===== src/rtl/uirq_pkg.sv =====
package uirq_pkg;
  localparam int NSRC   = 11;
  localparam int NLINE  = 6;
  localparam int ADDR_W = 3;
  localparam int DATA_W = 16;
  localparam int BIT_TX = 5;

  typedef logic [NSRC-1:0] src_vec_t;

  typedef enum logic [ADDR_W-1:0] {
    ADR_TXDATA = 3'd0,
    ADR_MASK   = 3'd1,
    ADR_RAW    = 3'd2,
    ADR_MASKED = 3'd3,
    ADR_CLEAR  = 3'd4
  } reg_adr_e;

  // group mask per output line, index order is the line order
  function automatic src_vec_t line_mask(input int k);
    case (k)
      0:       line_mask = '1;
      1:       line_mask = src_vec_t'(11'h010);
      2:       line_mask = src_vec_t'(11'h020);
      3:       line_mask = src_vec_t'(11'h040);
      4:       line_mask = src_vec_t'(11'h00F);
      default: line_mask = src_vec_t'(11'h780);
    endcase
  endfunction
endpackage


===== src/rtl/uirq_bus_decode.sv =====
module uirq_bus_decode
  import uirq_pkg::*;
(
  input  logic              req_i,
  input  logic              we_i,
  input  logic [ADDR_W-1:0] addr_i,
  input  logic [DATA_W-1:0] wdata_i,
  input  src_vec_t          raw_q_i,
  input  src_vec_t          mask_q_i,
  output logic              tx_wr_o,
  output logic              mask_we_o,
  output logic              clr_we_o,
  output src_vec_t          wr_vec_o,
  output logic [DATA_W-1:0] rdata_o
);
  logic wr;
  assign wr        = req_i & we_i;
  assign tx_wr_o   = wr & (addr_i == ADR_TXDATA);
  assign mask_we_o = wr & (addr_i == ADR_MASK);
  assign clr_we_o  = wr & (addr_i == ADR_CLEAR);
  assign wr_vec_o  = wdata_i[NSRC-1:0];

  always_comb begin
    rdata_o = '0;
    if (req_i && !we_i) begin
      case (addr_i)
        ADR_MASK:   rdata_o = DATA_W'(mask_q_i);
        ADR_RAW:    rdata_o = DATA_W'(raw_q_i);
        ADR_MASKED: rdata_o = DATA_W'(raw_q_i & mask_q_i);
        default:    rdata_o = '0;
      endcase
    end
  end
endmodule


===== src/rtl/uirq_status_regs.sv =====
module uirq_status_regs
  import uirq_pkg::*;
(
  input  logic     clk_i,
  input  logic     rst_ni,
  input  src_vec_t evt_i,
  input  logic     tx_wr_i,
  input  logic     mask_we_i,
  input  logic     clr_we_i,
  input  src_vec_t wr_vec_i,
  output src_vec_t raw_q_o,
  output src_vec_t mask_q_o,
  output src_vec_t masked_d_o
);
  src_vec_t raw_q, mask_q, raw_d, mask_d, set_vec, clr_vec;

  always_comb begin
    set_vec = evt_i;
    if (tx_wr_i) set_vec[BIT_TX] = 1'b1;
    clr_vec = clr_we_i ? wr_vec_i : '0;
    // set wins over clear on the same bit
    raw_d  = (raw_q & ~clr_vec) | set_vec;
    mask_d = mask_we_i ? wr_vec_i : mask_q;
  end

  always_ff @(posedge clk_i or negedge rst_ni) begin
    if (!rst_ni) begin
      raw_q  <= '0;
      mask_q <= '0;
    end else begin
      raw_q  <= raw_d;
      mask_q <= mask_d;
    end
  end

  assign raw_q_o    = raw_q;
  assign mask_q_o   = mask_q;
  assign masked_d_o = raw_d & mask_d;

  a_r4_clear_drops: assert property (@(posedge clk_i) disable iff (!rst_ni)
    clr_we_i |=> ((raw_q & $past(wr_vec_i & ~evt_i & ~(tx_wr_i ? src_vec_t'(1 << BIT_TX) : '0))) == '0));
  a_r6_event_sets: assert property (@(posedge clk_i) disable iff (!rst_ni)
    (evt_i != '0) |=> ((raw_q & $past(evt_i)) == $past(evt_i)));
  a_r7_tx_write_sets: assert property (@(posedge clk_i) disable iff (!rst_ni)
    tx_wr_i |=> raw_q[BIT_TX]);
  a_r5_mask_holds: assert property (@(posedge clk_i) disable iff (!rst_ni)
    !mask_we_i |=> $stable(mask_q));
endmodule


===== src/rtl/uirq_line_fanout.sv =====
module uirq_line_fanout
  import uirq_pkg::*;
(
  input  logic             clk_i,
  input  logic             rst_ni,
  input  src_vec_t         masked_d_i,
  output logic [NLINE-1:0] irq_o
);
  logic [NLINE-1:0] irq_q;

  for (genvar k = 0; k < NLINE; k++) begin : g_line
    always_ff @(posedge clk_i or negedge rst_ni) begin
      if (!rst_ni) irq_q[k] <= 1'b0;
      else         irq_q[k] <= |(masked_d_i & line_mask(k));
    end
  end

  assign irq_o = irq_q;

  a_r8_combined_is_or: assert property (@(posedge clk_i) disable iff (!rst_ni)
    irq_q[0] == (|irq_q[NLINE-1:1]));
endmodule


===== src/rtl/uart_irq_router.sv =====
module uart_irq_router
  import uirq_pkg::*;
(
  input  logic              clk_i,
  input  logic              rst_ni,
  input  logic              req_i,
  input  logic              we_i,
  input  logic [ADDR_W-1:0] addr_i,
  input  logic [DATA_W-1:0] wdata_i,
  output logic [DATA_W-1:0] rdata_o,
  input  logic [NSRC-1:0]   evt_i,
  output logic [NLINE-1:0]  irq_o
);
  logic     tx_wr, mask_we, clr_we;
  src_vec_t wr_vec, raw_q, mask_q, masked_d;

  uirq_bus_decode i_decode (
    .req_i, .we_i, .addr_i, .wdata_i,
    .raw_q_i(raw_q), .mask_q_i(mask_q),
    .tx_wr_o(tx_wr), .mask_we_o(mask_we), .clr_we_o(clr_we),
    .wr_vec_o(wr_vec), .rdata_o
  );

  uirq_status_regs i_status (
    .clk_i, .rst_ni, .evt_i,
    .tx_wr_i(tx_wr), .mask_we_i(mask_we), .clr_we_i(clr_we), .wr_vec_i(wr_vec),
    .raw_q_o(raw_q), .mask_q_o(mask_q), .masked_d_o(masked_d)
  );

  uirq_line_fanout i_fanout (
    .clk_i, .rst_ni, .masked_d_i(masked_d), .irq_o
  );

  a_r9_lines_track_status: assert property (@(posedge clk_i) disable iff (!rst_ni)
    ((raw_q & mask_q) == '0) |-> (irq_o == '0));
  a_r1_reset_quiet: assert property (@(posedge clk_i)
    !rst_ni |-> (irq_o == '0 && raw_q == '0 && mask_q == '0));
endmodule


===== config.mk =====
export PLATFORM = sky130hd
export DESIGN_NAME = uart_irq_router
export DESIGN_NICKNAME = d
export VERILOG_FILES = /design/src/rtl/uirq_pkg.sv /design/src/rtl/uirq_bus_decode.sv /design/src/rtl/uirq_status_regs.sv /design/src/rtl/uirq_line_fanout.sv /design/src/rtl/uart_irq_router.sv
export SDC_FILE = /design/constraint.sdc
export NUM_CORES = 1
export LEC_CHECK = 0
export CAP_MARGIN = 5
export CORE_MARGIN = 3
export CORE_UTILIZATION = 45
export CTS_CLUSTER_SIZE = 12
export DETAILED_ROUTE_END_ITERATION = 10
export PLACE_DENSITY = 0.85
export SETUP_SLACK_MARGIN = 0.02
export SYNTH_ARGS = -nofsm -noshare
export SYNTH_HDL_FRONTEND = slang
export SYNTH_HIERARCHICAL = 1
export SYNTH_SLANG_ARGS = --single-unit

===== constraint.sdc =====
create_clock -name clk_i -period 2.1 [get_ports clk_i]
set_input_delay 0.315 -clock clk_i [delete_from_list [all_inputs] [get_ports clk_i]]
set_output_delay 0.315 -clock clk_i [all_outputs]
set_load 0.01 [all_outputs]

* Word level (Yosys, flattened, before mapping)
Cells that the tools add are included.
Storage, ports and cells: flip-flop bits (word level) 28, input bits 34, output and inout port bits 22, word-level logic and storage cells 32
Cells by class: equal/unequal tests 4, multiplexer cells 5, bitwise operators 9, reduce and logical (&&, ||, !) cells 6
Operator list (number):
- one-hot mux 16 bit (3 select lines) | 1
- bitwise AND 11 bit | 3
- two-way mux 11 bit | 2
- two-way mux 16 bit | 1
- inverter 11 bit | 1
- OR 11 bit | 1
- OR reduction 11 bit | 1
- OR reduction 4 bit | 2
- equality test 3 x 2 -> 1 bit (second input constant) | 2
- bitwise AND 1 bit | 4
- equality test 3 x 1 -> 1 bit (second input constant) | 1
- equality test 3 bit (second input constant) | 1
- zero test 3 bit | 1
- logical AND 1 bit | 1
- zero test 1 bit | 1
- two-way mux 1 bit | 1

* Longest topological paths before layout
Gate-level depths: netlist of run 1.
depth in word-level cells 8, depth in mapped cells 7, depth with buffers taken out 6

* Cells and area by module
The synthesis of run 1 kept the hierarchy.
Modules (own cells, without submodules):
- uirq_status_regs | instances 1, cells each 68, area an instance 963.4 µm², sequential area each 550.5 µm²
- uirq_bus_decode | instances 1, cells each 60, area an instance 473.0 µm², sequential area each 0.0 µm²
- uirq_line_fanout | instances 1, cells each 10, area an instance 185.2 µm², sequential area each 150.1 µm²

* Worst setup path before layout of run 1
No wires, ideal clock.
path type input port to flip-flop, start point input addr_i[0], end point register i_fanout.irq_q[0] (netlist: i_fanout/irq_o[0]), setup time 0.131 ns, data arrival time 2.320 ns, data required time 1.969 ns, slack -0.352 ns, cell stages on the path 7, path through clkbuf_1 -> nor3b_1 -> buf_6 -> mux2_4 -> o21a_1 -> or4_4 -> or3_1
Between the ends: elaborated cells on any way between the ends 14
RTL lines:
- start: declaration | RTL line uart_irq_router.sv:8 | input logic [ADDR_W-1:0] addr_i,
- equality test 3 x 1 -> 1 bit | RTL line uirq_bus_decode.sv:19 | assign mask_we_o = wr & (addr_i == ADR_MASK);
- bitwise AND 1 bit | RTL line uirq_bus_decode.sv:19
- net mask_we | RTL line uart_irq_router.sv:14 | logic tx_wr, mask_we, clr_we;
- two-way mux 11 bit | RTL line uirq_status_regs.sv:23 | mask_d = mask_we_i ? wr_vec_i : mask_q;
- net i_status.mask_d[1] | RTL line uirq_status_regs.sv:15 | src_vec_t raw_q, mask_q, raw_d, mask_d, set_vec, clr_vec;
- bitwise AND 11 bit | RTL line uirq_status_regs.sv:38 | assign masked_d_o = raw_d & mask_d;
- net masked_d[1] | RTL line uart_irq_router.sv:15 | src_vec_t wr_vec, raw_q, mask_q, masked_d;
- OR reduction 11 bit | RTL line uirq_line_fanout.sv:14 | else irq_q[k] <= |(masked_d_i & line_mask(k));
- end signal: indexed assignment | RTL line uirq_line_fanout.sv:14
- end: declaration | RTL line uirq_line_fanout.sv:9 | logic [NLINE-1:0] irq_q;
The timed path passes the listed nets, and every way through them passes these cells.

* Worst setup path in the final report of run 1
start point input addr_i[1], end point register i_fanout.irq_q[0] (netlist: i_fanout/irq_o[0])
Between the ends: longest elaborated chain between the ends 8, elaborated cells on any way between the ends 14
Ends and longest elaborated chain:
- equality test 3 bit | RTL line uirq_bus_decode.sv:20 | assign clr_we_o = wr & (addr_i == ADR_CLEAR);
- bitwise AND 1 bit | RTL line uirq_bus_decode.sv:20
- net clr_we | RTL line uart_irq_router.sv:14
- two-way mux 11 bit | RTL line uirq_status_regs.sv:20 | clr_vec = clr_we_i ? wr_vec_i : '0;
- inverter 11 bit | RTL line uirq_status_regs.sv:22 | raw_d = (raw_q & ~clr_vec) | set_vec;
- bitwise AND 11 bit | RTL line uirq_status_regs.sv:22
- OR 11 bit | RTL line uirq_status_regs.sv:22
- bitwise AND 11 bit | RTL line uirq_status_regs.sv:38
- net masked_d[9] | RTL line uart_irq_router.sv:15
- OR reduction 11 bit | RTL line uirq_line_fanout.sv:14
The timed path passes the listed nets, and every way through them passes these cells.

==> results of run 1 <==
==> logic make-up (layout without fill, tap and decap cells) <==
group           after synthesis  in the layout  synth area share [%]
other cells                   1              5                 0.231
flops                        28             28                  43.2
simple gates                 32             32                  13.3
compound gates               33             33                  20.8
mux                          11             11                  9.95
buf+inv                      33             82                  12.5
==> routing by layer <==
metal  vias up  wire length [um]
li1        574                 -
met1       606              1750
met2        45              1900
met3         4               253
met4         0                22
met5         -                 0
==> worst max-delay path: cells and delay by family <==
family	cells	cell delay (ps)
AOI/OAI and AO/OA	2	310
buffers and inverters	3	430
and+or+nand+nor	4	1310
==> area by class of cell <==
cell class | count | area [sq um] | share of cell area, %
Inverter | 11 | 41.3 | 1.84
Sequential cell | 28 | 701 | 31.3
Multi-Input combinational cell | 81 | 812 | 36.3
Timing Repair Buffer | 68 | 604 | 27.0
Clock buffer | 3 | 22.5 | 1.01
Tap cell | 46 | 57.6 | 2.57
==> worst paths after layout <==
path                                       from              endpoint  slack [ps]  cells after the start
min reg2reg                i_status/mask_q_o[2]  i_status/mask_q_o[2]         540                      1
max                                   addr_i[1]     i_fanout/irq_o[0]         -60                      9
min in group clk_i         i_status/mask_q_o[2]  i_status/mask_q_o[2]         540                      1
max reg2reg                i_status/mask_q_o[8]     i_fanout/irq_o[0]         280                      4
min                                      rst_ni     i_fanout/irq_o[2]         340                      2
max in group asynchronous                rst_ni  i_status/raw_q_o[10]        1490                      2
==> report_power, final <==
group	total, uW	internal (uW)	switching, uW
registers	653	614	38.3
logic	422	247	176
clock network	216	67.3	148
total	1290	928	362
==> placed cells by master, fill, tap and decap left out, drive strengths merged <==
master         synthesis  layout
a21boi                11      11
o31a                   1       1
clkdlybuf4s50          0      29
dfrtp                 28      28
or3b                   1       1
or4                    2       2
o21a                  10      10
or2                   10      10
nor2b                 11      11
conb                   1       5
mux2                  11      11
or3                    3       3
nor3b                  2       2
nor3                   1       1
dlygate4sd2            0       3
buf                   19      34
inv                   11      11
a2111oi               11      11
nor2                   1       1
clkbuf                 3       5
nand3b                 1       1
==> flip-flops by register name, summed over array words and instances, names as in the netlist <==
signal	cells
i_fanout/irq_o	6
i_status/mask_q_o	11
i_status/raw_q_o	11
==> what timing repair did <==
| action | 4_1_cts | 5_1_grt |
|---|---|---|
| endpoints found under the setup margin | 14 | 7 |
| buffers inserted | 5 | 2 |
| resized for setup | 54 | 20 |
| pin swaps | 5 | 3 |
| cloned | 0 | 1 |
==> through the flow <==
step                      util, %  instances  setup TNS [ps]  worst slack, ps
final                        65.5        237           -55.6            -55.6
after global routing         65.5        237            -110             -110
after CTS                    63.3        234           -84.1            -84.1
after detailed placement     62.4        226           -7690             -734
after global placement       62.4        226           -7120             -652
after floorplan                 -        142            -221             -221
==> results.toml, run 1 <==
[outcome]
status = "finished, violations left"
violations = "setup timing"

[yosys]
syn-instance-count = 138
yosys_warnings = 6
ys_async_sr_fraction_pct = 100
postSynthAreaPerCell_sq_um = 11.8
yosys-top-cells-count = "dfrtp_1, buf_4, a21boi_0, inv_1, nor2b_1"
yosys.cell_types.count = 26
yosysSeqAreaShare_pct = 43.2
yosysTopAreaCell = "dfrtp_1"
synthTopCellsByArea = "dfrtp_1, mux2_4, a2111oi_2, buf_4, a21boi_0"
synth-seq-cells = 28
synth_area_sq_um = 1620
synth_top_area_share_pct = 43.2
synthFlopType = "dfrtp_1"
synth-edff-count = 0
yosysMostFrequentCell = "dfrtp_1"

[setup_path]
cp_cell_sequence = "buf_6, nand3b_1, buf_4, nor3b_4, buf_6, a21boi_0, o21a_1, or4_4, or3_1"
cpMostUsedCell = "buf_6"
crit_arrival_ps = 2360
end_kind = "flip-flop"
worstSetupPathType = "in -> reg"
critPathLaunchType = "input pin"
max_stage_delay_ps = 490
worstPathRequired_ps = 2310
crit_slowest_cell = "or4_4"
worst-path-max-fanout = 5

[place]
place_area_sq_um = 2130
place_congestion = 0.843
hpwl_mm = 2.86
io_buffers = 45

[clock_network]
clkLatencyLatePin_ps = 320
tritoncts = "built"
cts_buffer_depth = 2
htreeDepth = 1
cts.sinks = 28
clockRootBuffer = "clkbuf_4"
cts_buffers = 3
holdBufCountCts = 0
clk_pin_slew_ps = 140

[global_route]
grt_max_degree = 29
grt_use_met2_pct = 29.8
grt-busiest-layer = "met2"
groute.layer.met1.usage_pct = 26.0
met3_usage_pct = 2.89
antenna_found_initial = 0
grt_pass1_vias = 1312
grt_usage_pct = 18.5
grt_pass1_wl_mm = 6.15
overflow = 0

[routing]
wire_per_inst_um = 16.6
drt_first_pass_iters = 4
via_per_inst = 5.19
wirelength_mm = 3.93
drt_iter0_markers = 25
vias = 1229
drc_errors = 0
antenna_left = 0

[run]
maxCapViolCount = 0

[power]
power_density_nw_per_um2 = 576
finalPower_uw = 1290
p_leak_uw = 0.000983
peakVddDrop_mv = 0.251

[cells_and_area]
fill_cells = 272
syn_to_final_growth_pct = 38.0
fin_area_sq_um = 2240
nets = 227
drive_gt1_share_pct = 39.3
antenna_cells = 0

[sta]
fmax_mhz = 464
setup_viol = 1
hold_viol_final = 0
setup_ws_ps = -55.6
fin_skew_ps = 9.74
rsz0062_at_grt = "true"
hold_slack_ps = 338
min_period_ps = 2160
period_share_pct = 103
maxSlewViolCount = 0

[floorplan]
die_h_um = 66.0
start_util_pct = 47.5
die_w_um = 66.0
io_pins = 56
rows = 21
dieArea_sq_um = 4360
core_area_sq_um = 3420

[min_path]
min_path_type = "in -> async"
Note: power is estimated with default switching activity, not from simulation.
==> inputs of run 2 (changes only) <==
--- a/config.mk
+++ b/config.mk
@@ -6,6 +6,7 @@
 export NUM_CORES = 1
 export LEC_CHECK = 0
 export CAP_MARGIN = 5
+export CORE_ASPECT_RATIO = 2
 export CORE_MARGIN = 3
 export CORE_UTILIZATION = 45
 export CTS_CLUSTER_SIZE = 12
==> run 2 against run 1 <==
Net effect: the flow still finishes with violations (setup timing); count of clock-buffer cells in the layout is 1 higher; via count fell by 1.5%; combinational power is 0.9% lower; non-clock buffer count decreased by 4; sequential power hardly changed; global-route usage down 0.35 points; wire length increased by 0.92%; hold slack improved by 58 ps; sequential share of layout area up 0.41 points; largest power group unchanged.
==> results.toml, run 2 (synthesis results as in run 1) <==
[outcome]
status = "finished, violations left"
violations = "setup timing"

[place]
io_buffers = 45
place_congestion = 0.838
hpwl_mm = 2.94
dp_cells = 227

[routing]
drc_errors = 0
drt_first_pass_iters = 4
wire_per_inst_um = 16.8
drt_iter0_markers = 16
wirelength_mm = 3.96
vias = 1210
antenna_left = 0
via_per_inst = 5.13

[global_route]
overflow = 0
grt_pass1_vias = 1260
grt_pass1_wl_mm = 6.08
antenna_found_initial = 0
grt_usage_pct = 18.1
grt_max_degree = 29

[clock_network]
cts.sinks = 28
cts_buffers = 3
clk_pin_slew_ps = 100
clockRootBuffer = "clkbuf_8"
tritoncts = "built"
cts_buffer_depth = 2
htreeDepth = 1
clkLatencyLatePin_ps = 280

[sta]
final.setup.tns_ps = -138
setup_viol = 1
period_share_pct = 107
hold_viol_final = 0
setup_ws_ps = -138
min_period_ps = 2240
rsz0062_at_grt = "true"
fmax_mhz = 447
fin_skew_ps = 2.66
maxSlewViolCount = 0
hold_slack_ps = 396

[setup_path]
max_stage_delay_ps = 400
worst-path-max-fanout = 7
worstSetupPathType = "in -> reg"
crit_slowest_cell = "or3_1"
end_kind = "flip-flop"
r2r_cells = 4
critPathLaunchType = "input pin"
r2r_start = "i_status/mask_q_o[8]"
critical-path-top-delay-family = "simple AND/OR/NAND/NOR gates"
path_buf_inv = 3
cp_cell_sequence = "buf_6, nand3b_1, nor3b_4, buf_6, buf_4, mux2_4, o21a_1, or3_1, or3_1"
crit_arrival_ps = 2400
worstPathRequired_ps = 2260
ff2ff_setup_slack_ps = 250
reg2reg_to = "i_fanout/irq_o[0]"

[floorplan]
dieArea_sq_um = 4400
rows = 30
die_w_um = 48.4
start_util_pct = 47.5
die_h_um = 90.9
io_pins = 56
core_area_sq_um = 3420

[cells_and_area]
fin_cells = 236
mostFrequentLayoutCell = "clkdlybuf4s50_1"
drive_gt1_share_pct = 38.8
antenna_cells = 0
layout_common_cells = "clkdlybuf4s50_1, dfrtp_1, buf_4"
nets = 223
syn_to_final_growth_pct = 36.3

[power]
power_density_nw_per_um2 = 640
peakVddDrop_mv = 0.502
p_leak_uw = 0.000968

[min_path]
min_path_type = "in -> async"

[run]
maxCapViolCount = 0
==> run 2: cell types whose count changed in the layout (fill, tap and decap cells not counted), sizes merged <==
cell and delta:
buf -2, dlygate4sd2 -1
==> run 2: power by group <==
group	switching, uW	total, uW	internal (uW)
clock network	176	345	168
logic	176	418	242
registers	38.1	653	614
total	390	1410	1020
==> run 2: routing by layer <==
layer / track usage, % / part of all wire, %
met3: 3.31 / 4.1
met2: 30.0 / 54
met1: 20.4 / 39
met5: 0 / 0
met4: 13.3 / 3.5
==> run 2: per-stage QoR <==
| step | setup slack (ps) | total power [uW] | utilization [%] | cell area, sq um |
|---|---|---|---|---|
| after floorplan | -221 | 896 | - | 1650 |
| after global placement | -692 | 1050 | 62.3 | 2130 |
| after detailed placement | -771 | 1070 | 62.3 | 2130 |
| after CTS | -187 | 1400 | 63.3 | 2160 |
| after global routing | -176 | 1470 | 64.7 | 2210 |
| final | -138 | 1410 | 64.7 | 2210 |
==> run 2: worst max path at each step <==
stage	slack, ps	cells past startpoint	end	from
2_1_floorplan	-220	7	i_fanout/irq_o[0]	addr_i[1]
3_3_place_gp	-690	8	i_fanout/irq_o[0]	addr_i[1]
3_5_place_dp	-770	8	i_fanout/irq_o[0]	addr_i[1]
4_1_cts	-190	8	i_fanout/irq_o[0]	addr_i[1]
5_1_grt	-180	8	i_fanout/irq_o[0]	addr_i[1]
6_report	-140	9	i_fanout/irq_o[0]	addr_i[1]
==> run 2: layout make-up <==
class                           count  area, sq um
Inverter                           11         41.3
Tap cell                           48         60.1
Multi-Input combinational cell     81          793
Sequential cell                    28          701
Fill cell                         257         1210
Timing Repair Buffer               64          559
Clock buffer                        4         55.1
==> run 2: timing repair <==
item / 4_1_cts / 5_1_grt
hold buffers: 0 / 0
buffers inserted: 3 / 2
pin swaps: 5 / 3
gates resized for setup: 59 / 7
endpoints found under the setup margin: 14 / 8
==> inputs of run 3 (changes only) <==
--- a/config.mk
+++ b/config.mk
@@ -8,10 +8,10 @@
 export CAP_MARGIN = 5
 export CORE_ASPECT_RATIO = 2
 export CORE_MARGIN = 3
-export CORE_UTILIZATION = 45
+export CORE_UTILIZATION = 40
 export CTS_CLUSTER_SIZE = 12
 export DETAILED_ROUTE_END_ITERATION = 10
-export PLACE_DENSITY = 0.85
+export PLACE_DENSITY = 0.77
 export SETUP_SLACK_MARGIN = 0.02
 export SYNTH_ARGS = -nofsm -noshare
 export SYNTH_HDL_FRONTEND = slang
==> run 3 against run 2 <==
Net effect: the run still ends with setup timing left; worst setup slack gained 29 ps; cell count up 4.2%; count of clock-buffer cells in the layout did not move; combinational power grew 1%; cell area increased by 0.68%; sequential share of layout area down 0.21 points; hold slack improved by 14 ps; maximum frequency increased by 1.3%; critical endpoint unchanged; largest cell class unchanged.
==> results.toml, run 3 (synthesis results as in run 1) <==
[routing]
drt_iter0_markers = 11
wire_per_inst_um = 16.5
drc_errors = 0
via_per_inst = 4.98
antenna_left = 0
drt_first_pass_iters = 4
vias = 1226
wirelength_mm = 4.05

[cells_and_area]
antenna_cells = 0
layout_common_cells = "clkdlybuf4s50_1, dfrtp_1, buf_4"
syn_to_final_growth_pct = 37.2
fin_cells = 246
fill_cells = 334
drive_gt1_share_pct = 40.5
mostFrequentLayoutCell = "clkdlybuf4s50_1"
nets = 230

[setup_path]
worstPathRequired_ps = 2260
crit_arrival_ps = 2370
worstSetupPathType = "in -> reg"
critPathLaunchType = "input pin"
end_kind = "flip-flop"
worst-path-max-fanout = 4

[clock_network]
cts.sinks = 28
holdBufCountCts = 0
tritoncts = "built"
htreeDepth = 1
clockRootBuffer = "clkbuf_8"
clkLatencyLatePin_ps = 280
cts_buffers = 3
cts_buffer_depth = 2
clk_pin_slew_ps = 90

[outcome]
violations = "setup timing"
status = "finished, violations left"

[place]
io_buffers = 45
place_congestion = 0.788
dp_cells = 232
hpwl_mm = 2.95

[power]
swShare_pct = 26.9
power_frac_seq_pct = 46.1
p_leak_uw = 0.00100
peakVddDrop_mv = 0.342
p_switching_uw = 380
p_int_uw = 1040
power_frac_clock_pct = 23.9
combPwrFrac_pct = 30.0
power_density_nw_per_um2 = 636
finalPower_uw = 1420

[sta]
setup_viol = 1
rsz0062_at_grt = "true"
min_period_ps = 2210
maxSlewViolCount = 0
period_share_pct = 105
hold_viol_final = 0
fin_skew_ps = 3.85
setup_ws_ps = -109
final.setup.tns_ps = -109
fmax_mhz = 453

[global_route]
grt_usage_pct = 16.6
grt_pass1_wl_mm = 6.07
grt_pass1_vias = 1344
antenna_found_initial = 0
overflow = 0
grt_max_degree = 29

[floorplan]
core_area_sq_um = 3880
die_h_um = 96.0
io_pins = 56
start_util_pct = 41.8
dieArea_sq_um = 4900
die_w_um = 51.0
rows = 32

[run]
maxCapViolCount = 0

[min_path]
min_path_type = "in -> async"
## run 3: changes by cell type in the layout (fill, tap and decap cells not counted), sizes merged
cell,before,now
buf,32,39
## run 3: worst paths after layout
check / start / end / slack (ps) / cells past startpoint
max: addr_i[1] / i_fanout/irq_o[0] / -110 / 8
min: rst_ni / i_status/mask_q_o[8] / 410 / 2
max reg2reg: i_status/mask_q_o[10] / i_fanout/irq_o[0] / 280 / 4
min reg2reg: i_status/mask_q_o[2] / i_status/mask_q_o[2] / 530 / 1
max in group asynchronous: rst_ni / i_status/raw_q_o[9] / 1420 / 2
min in group clk_i: i_status/mask_q_o[2] / i_status/mask_q_o[2] / 530 / 1
## run 3: area by class of cell
class	count	area, sq um	share of cell area (%)
clock buffer	4	55.1	2.47
inverter	11	41.3	1.86
multi-input combinational	81	757	34.0
sequential	28	701	31.5
tap	51	63.8	2.87
timing repair buffer	71	607	27.3
## run 3: power by group through the flow
stage / clock network, uW / registers (uW) / logic, uW
finish: 338 / 653 / 424
CTS: 341 / 652 / 405
detailed placement: 0 / 662 / 407
global route: 356 / 660 / 454
floorplan: 0 / 665 / 231
global placement: 0 / 657 / 395
## run 3: routing by layer
layer  wire length (um)  share of wire [%]  vias up  global-route usage (%)
met5                  0                  0        -                       0
met4                154                3.8        0                    13.0
met3                177                4.4       11                    2.48
met2               2240                 55       40                    30.0
met1               1480                 37      601                    16.4
li1                   -                  -      574                       -
## run 3: critical path: stages
cell and delay, ps:
buf_6 90, nand3b_1 230, nor3b_4 250, buf_6 150, mux2_4 300, o21a_1 120, or4_4 550, or3_1 360
## run 3: repair_timing
item,in CTS,in global routing
setup buffers,3,7
resized for setup,60,8
endpoints found under the setup margin,14,5
pin swaps,4,4
## run 3: metrics by stage
step / setup slack (ps) / hold WS [ps] / util, % / area [sq um]
after floorplan: -221 / 19.4 / - / 1650
after global placement: -698 / 503 / 54.9 / 2130
after detailed placement: -778 / 508 / 54.9 / 2130
after CTS: -137 / 421 / 55.7 / 2160
after global routing: -176 / 442 / 57.3 / 2220
final: -109 / 410 / 57.3 / 2220
